===== config.mk =====
export PLATFORM = sky130hd
export DESIGN_NAME = xfer_unit
export DESIGN_NICKNAME = d
export VERILOG_FILES = /design/src/rtl/xfer_pkg.sv /design/src/rtl/xfer_bitpath.sv /design/src/rtl/xfer_dest_bank.sv /design/src/rtl/xfer_unit.sv
export SDC_FILE = /design/constraint.sdc
export NUM_CORES = 1
export LEC_CHECK = 0
export CAP_MARGIN = 25
export CORE_UTILIZATION = 49
export DETAILED_ROUTE_END_ITERATION = 8
export HOLD_SLACK_MARGIN = 0.02
export PLACE_DENSITY = 0.82
export SYNTH_ARGS = -nofsm -noshare
export SYNTH_HDL_FRONTEND = slang
export SYNTH_SLANG_ARGS = --single-unit

===== constraint.sdc =====
create_clock -name clk -period 2.2 [get_ports clk]
set_input_delay 0.33 -clock clk [delete_from_list [all_inputs] [get_ports clk]]
set_output_delay 0.33 -clock clk [all_outputs]
set_load 0.02 [all_outputs]

===== src/rtl/xfer_pkg.sv =====
package xfer_pkg;
  typedef enum logic [1:0] {
    OP_MEM   = 2'b00,
    OP_STORE = 2'b01,
    OP_LOAD  = 2'b10,
    OP_SET   = 2'b11
  } op_e;

  typedef enum logic [1:0] {
    ST_IDLE,
    ST_FETCH,
    ST_APPLY,
    ST_DONE
  } st_e;

  // destination codes: bit order is significant to the decoder
  localparam logic [1:0] DST_R1    = 2'b00;
  localparam logic [1:0] DST_INSTR = 2'b01;
  localparam logic [1:0] DST_R2    = 2'b10;
  localparam logic [1:0] DST_SPARE = 2'b11;
endpackage


===== src/rtl/xfer_bitpath.sv =====
// One bit of a memory transfer: four exclusive routes.
module xfer_bitpath (
  input  logic act,
  input  logic rd_mode,
  input  logic mem_bit,
  input  logic buf_bit,
  output logic rd_one,
  output logic rd_zero,
  output logic wr_one,
  output logic wr_zero
);
  always_comb begin
    rd_one  = act &  rd_mode &  mem_bit;
    rd_zero = act &  rd_mode & ~mem_bit;
    wr_one  = act & ~rd_mode &  buf_bit;
    wr_zero = act & ~rd_mode & ~buf_bit;
  end
endmodule


===== src/rtl/xfer_dest_bank.sv =====
// Four buffer-fed destination registers, chosen by a 2-bit code.
module xfer_dest_bank #(
  parameter int W = 8
) (
  input  logic         clk,
  input  logic         rst,
  input  logic         we,
  input  logic [1:0]   dsel,
  input  logic [W-1:0] din,
  output logic [W-1:0] reg1_q,
  output logic [W-1:0] reg2_q,
  output logic [W-1:0] instr_q,
  output logic [W-1:0] spare_q
);
  import xfer_pkg::*;

  localparam int NDST = 4;
  localparam logic [1:0] CODE [NDST] = '{DST_R1, DST_R2, DST_INSTR, DST_SPARE};

  logic [W-1:0] bank [NDST];

  for (genvar d = 0; d < NDST; d++) begin : g_dst
    always_ff @(posedge clk) begin
      if (rst)                          bank[d] <= '0;
      else if (we && dsel == CODE[d])   bank[d] <= din;
    end
  end

  assign reg1_q  = bank[0];
  assign reg2_q  = bank[1];
  assign instr_q = bank[2];
  assign spare_q = bank[3];
endmodule


===== src/rtl/xfer_unit.sv =====
module xfer_unit #(
  parameter int W  = 8,
  parameter int AW = 4
) (
  input  logic          clk,
  input  logic          rst,
  input  logic          req,
  input  logic [1:0]    op,
  input  logic          rd_mode,
  input  logic [AW-1:0] addr,
  input  logic [1:0]    dsel,
  input  logic [W-1:0]  data_in,
  output logic          busy,
  output logic          done,
  output logic [W-1:0]  buf_q,
  output logic [W-1:0]  reg1_q,
  output logic [W-1:0]  reg2_q,
  output logic [W-1:0]  instr_q,
  output logic [W-1:0]  spare_q
);
  import xfer_pkg::*;

  localparam int DEPTH = 1 << AW;

  st_e           st;
  op_e           op_q;
  logic          mode_q;
  logic [AW-1:0] addr_q;
  logic [1:0]    dsel_q;
  logic [W-1:0]  din_q;

  logic [W-1:0]  mem [DEPTH];
  logic [W-1:0]  rd_word;
  logic [W-1:0]  wr_word;
  logic [W-1:0]  mem_in;
  logic          xfer_act;
  logic          mem_we;
  logic          store_we;
  logic [W-1:0]  rt, rf, wt, wf;

  assign xfer_act = (st == ST_APPLY) && (op_q == OP_MEM);
  assign mem_we   = xfer_act && !mode_q;
  assign store_we = (st == ST_APPLY) && (op_q == OP_STORE);

  // block-RAM style array: one write port, registered read
  always_ff @(posedge clk) begin
    if (mem_we) mem[addr_q] <= wr_word;
    rd_word <= mem[addr_q];
  end

  for (genvar k = 0; k < W; k++) begin : g_bit
    xfer_bitpath u_path (
      .act     (xfer_act),
      .rd_mode (mode_q),
      .mem_bit (rd_word[k]),
      .buf_bit (buf_q[k]),
      .rd_one  (rt[k]),
      .rd_zero (rf[k]),
      .wr_one  (wt[k]),
      .wr_zero (wf[k])
    );
    assign wr_word[k] = wt[k] ? 1'b1 : (wf[k] ? 1'b0 : rd_word[k]);
    assign mem_in[k]  = rt[k] ? 1'b1 : (rf[k] ? 1'b0 : buf_q[k]);
  end

  xfer_dest_bank #(.W(W)) u_bank (
    .clk     (clk),
    .rst     (rst),
    .we      (store_we),
    .dsel    (dsel_q),
    .din     (buf_q),
    .reg1_q  (reg1_q),
    .reg2_q  (reg2_q),
    .instr_q (instr_q),
    .spare_q (spare_q)
  );

  always_ff @(posedge clk) begin
    if (rst) begin
      st     <= ST_IDLE;
      busy   <= 1'b0;
      done   <= 1'b0;
      buf_q  <= '0;
      op_q   <= OP_MEM;
      mode_q <= 1'b0;
      addr_q <= '0;
      dsel_q <= '0;
      din_q  <= '0;
    end else begin
      case (st)
        ST_IDLE: begin
          if (req) begin
            op_q   <= op_e'(op);
            mode_q <= rd_mode;
            addr_q <= addr;
            dsel_q <= dsel;
            din_q  <= data_in;
            busy   <= 1'b1;
            st     <= ST_FETCH;
          end
        end
        ST_FETCH: st <= ST_APPLY;
        ST_APPLY: begin
          case (op_q)
            OP_MEM:  if (mode_q) buf_q <= mem_in;
            OP_LOAD: buf_q <= reg1_q;
            OP_SET:  buf_q <= din_q;
            default: ;
          endcase
          done <= 1'b1;
          st   <= ST_DONE;
        end
        default: begin
          done <= 1'b0;
          busy <= 1'b0;
          st   <= ST_IDLE;
        end
      endcase
    end
  end
endmodule


# Yosys cells after proc, flatten, opt, wreduce, memory -nomap -nowiden
# Memory sizes are Yosys's and may differ from the RTL's. A register that Yosys moved wholly into a read port is not among the register bits.
# Cells that the tools add are included.
[totals]
register_bits = 29
ram_bits = 160
in_bits = 20
n_memories = 2
[op_classes]
n_eq_ne = 18
muxes = 59
bitwise = 56
reduce_logical = 24
[memory_table]
columns = ["name", "depth", "width", "read_ports", "rd_clocked_by_memory_dff", "wr", "line", "source"]
rows = [
  ["mem", 16, 8, 1, 1, 1, "xfer_unit.sv:32", "logic [W-1:0] mem [DEPTH];"],
  ["u_bank.bank", 4, 8, 4, 0, 4, "xfer_dest_bank.sv:20", "logic [W-1:0] bank [NDST];"],
]
[op_table]
columns = ["operator", "n"]
rows = [
  ["two-way mux 1 bit", 49],
  ["two-way mux 8 bit", 5],
  ["bitwise AND 1 bit", 34],
  ["AND reduction 4 bit", 8],
  ["inequality test 3 x 1 -> 1 bit, second input constant", 8],
  ["case mux 8 bit (3 select lines)", 1],
  ["NOT 1 bit", 18],
  ["equality test 2 bit, second input constant", 5],
  ["logical AND 1 bit", 7],
  ["equality test 2 x 1 -> 1 bit, second input constant", 3],
  ["logical NOT 2 bit", 3],
  ["case mux 2 bit (3 select lines)", 1],
  ["inequality test 2 bit, second input constant", 2],
  ["bitwise OR 1 bit", 4],
  ["case mux 1 bit (2 select lines)", 2],
  ["AND reduction 2 bit", 2],
  ["OR reduction 2 bit", 2],
  ["nonzero test 3 bit", 1],
  ["two-way mux 2 bit", 1],
  ["logical NOT 1 bit", 1],
]

# Longest topological paths before layout
[logic_depth]
depth_word = 8
ltp_mapped = 8
ltp_nobuf = 6

# By module
# A second synthesis with hierarchy kept.
[hier_totals]
hier_cells = 544
hier_area_um2 = 8254.2
[by_module_without_submodules]
columns = ["module", "n_inst", "cells_per_inst", "area_per_inst_um2"]
rows = [
  ["xfer_unit", 1, 426, 6701.4],
  ["xfer_dest_bank", 1, 86, 1252.5],
  ["xfer_bitpath", 8, 4, 37.5],
]

# Worst setup path after synthesis
# Ideal clock, no wire load.
[synth_path]
path_type = "register to register"
from = "register st[0]"
to = "memory mem[3][0], enable pin"
setup_time_ns = 0.383
arrival_ns = 1.834
required_time_ns = 1.817
slack_ns = -0.017
stages_incl_launch_ff = 8
synth_period_minus_slack_ns = 2.217
cell_sequence = "dfxtp_1 inv_1 ha_1 nand2b_1 nor3_2 buf_2 nand3_1 nor3_1"
[synth_via]
elab_chain_len = 5
[synth_rtl]
columns = ["element", "line", "source"]
rows = [
  ["start, declared", "xfer_unit.sv:25", "st_e st;"],
  ["start signal, assigned", "xfer_unit.sv:80", "st <= ST_IDLE;"],
  ["start signal, assigned", "xfer_unit.sv:99", "st <= ST_FETCH;"],
  ["start signal, assigned", "xfer_unit.sv:102", "ST_FETCH: st <= ST_APPLY;"],
  ["equality test 2 bit", "xfer_unit.sv:41", "assign xfer_act = (st == ST_APPLY) && (op_q == OP_MEM);"],
  ["logical AND 1 bit", "xfer_unit.sv:41", ""],
  ["logical AND 1 bit", "xfer_unit.sv:42", "assign mem_we = xfer_act && !mode_q;"],
  ["two-way mux 1 bit", "xfer_unit.sv:47", "if (mem_we) mem[addr_q] <= wr_word;"],
  ["two-way mux 1 bit (not written as such)", "xfer_unit.sv:47", ""],
  ["end, declared", "xfer_unit.sv:32", ""],
]
# No other way between the ends.

# Final worst setup path
[layout_path]
from = "register st[0]"
to = "memory mem[0][5], enable pin"
# The elaborated chain is that of the path after synthesis.

==> impl_results.md <==
- Top post-synthesis cells by area: edfxtp_1, dfxtp_1, mux4_1
- Worst Tran Pin Value: 0.783 ns
- Post-CTS setup buffers: 0
- Critical-path cell list: inv_1 -> ha_1 -> nand2b_1 -> nor3_2 -> or3b_2 -> nor3_2 -> buf_4
- Endpoints failing setup: 0
- Outcome: finished clean
- Gate Count Post-Synth: 475
- Hold_buf cts: 0
- Number of global-route vias before repair: 4329
- Relative slew slack: 47.7%
- Routed wire length per instance: 20.2 um
- Drt total wl: 15600 um
- Pwr dens: 1080 nW/um^2
- LEAKAGE: 3.12 nW
- Max incr delay on CP: 0.55 ns
- Final nets: 571
- Antenna violations before repair: 0
- Layout Skew: 0.0141 ns
- Hpwl dp: 10500 um
- Layout Area Growth over Synthesis: 19.1%
- Syn avg cell area: 16.5 um^2
- DRC Markers: 0
- Placed insts: 740
- Netlist cell types: 34
- Post_cts resized: 0
- Syn_nets: 498
- Hold slack: 0.462 ns
- Worst EP required: 2.34 ns
- Top cell type's share of synthesized area: 61.2%
- Clk Latency, worst-skew pair: 0.44 ns
- Tcrit/Tclk final: 94.1%
- Num CTS Buffers: 17
- Worst VDD drop: 701 uV
- ANT nets after route: 0
- Clock Sinks: 197
- Initial DRC Count: 382
- Hold Crit Class: primary input to flop
- H-Tree Depth: 4
- Clock buffer depth: 2
- Synth area leader: edfxtp_1
- Die area: 16500 um^2
- Non-filler cells, final: 772
- R2R setup slack: 0.13 ns
- Vias/cell: 5.57
- Setup CP Type: flop to flop
- Crit path time final: 2.07 ns
- Ys Warns: 0
- # IOs: 62
- Seq cells post-synth: 197
- Crit path DAT: 2.21 ns
- Die height: 129 um
- CTS root buf: clkbuf_16
- Share of cells above drive strength 1: 16.9%
- Input/output buffers: 61
- CP most frequent cell: nor3_2
- CP Capture Type: flop
- Max cap viols: 0
- First-pass GRT wire length: 23900 um
- Core Area: 15400 um^2
- Fin. Hold Viols: 0
- Total global routing overflow: 0
- Clock-pin transition on the worst setup and hold timing paths: 0.07 ns
- # rows: 45
- RePlAce Congestion: 0.830
- Gr usage total: 20.0%
- Seq/Total Area, Yosys: 70.6%
- Initial DRT Pass Iterations: 5
- Die W: 129 um
- Unrepaired setup endpoints after global routing: false
- CP startpoint kind: flop
- Final Max Slew Viols: 0
- ANT cells: 0
- Max frequency: 483 MHz
- Slowest cell on crit path: or3b_2
- Worst Path Max Fanout: 8
- Via count: 4302
- Initial Util: 50.9%
- CTS tree: done
- Largest net degree at the start of global routing: 23
- Setup tns final: 0 ns
- Netlist Area Pre-Place: 7850 um^2
[per-layer routing]
layer	wire, um	vias to the layer above	global-route usage, %
li1	-	1965	-
met3	927	22	5.03
met5	0	-	0
met2	7730	176	33.3
met1	6580	2139	25.3
met4	349	0	8.10
[synthesized netlist by cell type]
library cell	instances
a311oi_1	1
a21oi_1	20
mux4_2	12
buf_1	2
dfxtp_1	37
nor2_1	25
or3b_2	1
buf_2	8
nand2_1	46
o21ai_0	1
ha_1	3
clkbuf_4	1
a22oi_1	24
nand3b_1	3
o21a_1	1
buf_4	9
nand2b_1	4
buf_12	2
nor3_2	5
nor2b_1	4
clkbuf_1	8
o21bai_1	4
or2_2	1
a211oi_1	8
edfxtp_1	160
inv_1	4
a31oi_1	1
clkbuf_2	1
mux4_1	20
and2_1	34
nor3_1	5
nand3_1	1
mux2_2	16
buf_6	3
[cell usage in the layout, fill, tap and decap left out, drive strengths merged]
cell / n
a211oi: 8
a21oi: 20
a22oi: 24
a311oi: 1
a31oi: 1
and2: 34
buf: 27
bufinv: 4
clkbuf: 21
clkdlybuf4s50: 61
clkinv: 2
clkinvlp: 3
dfxtp: 37
edfxtp: 160
ha: 3
inv: 6
mux2: 16
mux4: 32
nand2: 46
nand2b: 4
nand3: 1
nand3b: 3
nor2: 25
nor2b: 4
nor3: 10
o21a: 1
o21ai: 1
o21bai: 4
or2: 1
or3b: 1
[power breakdown]
part | switching (mW) | total [mW] | internal [mW]
clock | 1.31 | 3.25 | 1.94
combinational | 1.22 | 1.91 | 0.688
sequential | 0.221 | 4.94 | 4.72
[registers in the layout, summed over array words and instances (netlist names)]
signal	cells
mode_q	1
addr_q	4
dsel_q	2
st	2
buf_q	8
op_q	2
u_bank.bank	32
mem	128
busy	1
rd_word	8
din_q	8
done	1
[per-stage QoR]
| stage | cell area (um^2) | setup WS, ns | util, % | power [mW] |
|---|---|---|---|---|
| after floorplan | 7870 | 0.0986 | - | 6.22 |
| after global placement | 8720 | 0.217 | 56.6 | 6.79 |
| after detailed placement | 8720 | 0.137 | 56.6 | 6.90 |
| after CTS | 9350 | 0.121 | 60.6 | 10.1 |
| after global routing | 9350 | 0.0174 | 60.6 | 10.5 |
| final | 9350 | 0.130 | 60.6 | 10.1 |
[cells by family after synthesis]
kind of cell / share of synthesized area (%)
fa+ha+maj: 0.478
compound gates: 5.07
flops: 70.6
simple gates: 8.24
mux: 12.4
buf+inv: 3.14
[worst max-delay path, delay by kind of cell, from the launching register on]
kind | cells | cell delay [ns]
DFF | 1 | 0.32
and+or+nand+nor | 4 | 0.97
buffers and inverters | 2 | 0.30
adders and majority gates | 1 | 0.19
[layout make-up]
| cell class | count | area [um^2] |
|---|---|---|
| Clock buffer | 21 | 450 |
| Clock inverter | 11 | 176 |
| Fill cell | 1117 | 6080 |
| Inverter | 4 | 15.0 |
| Multi-Input combinational cell | 240 | 2070 |
| Sequential cell | 197 | 5550 |
| Tap cell | 211 | 264 |
| Timing Repair Buffer | 88 | 826 |
[path summary, 6_finish.rpt]
| kind | endpoint | startpoint | depth (start not counted) |
|---|---|---|---|
| hold / removal | din_q[6] | data_in[6] | 3 |
| hold reg to reg | din_q[2] | din_q[2] | 2 |
| setup / recovery | mem[0][5] | st[0] | 7 |
| setup reg to reg | mem[0][5] | st[0] | 7 |
(Power assumes the default switching activity.)
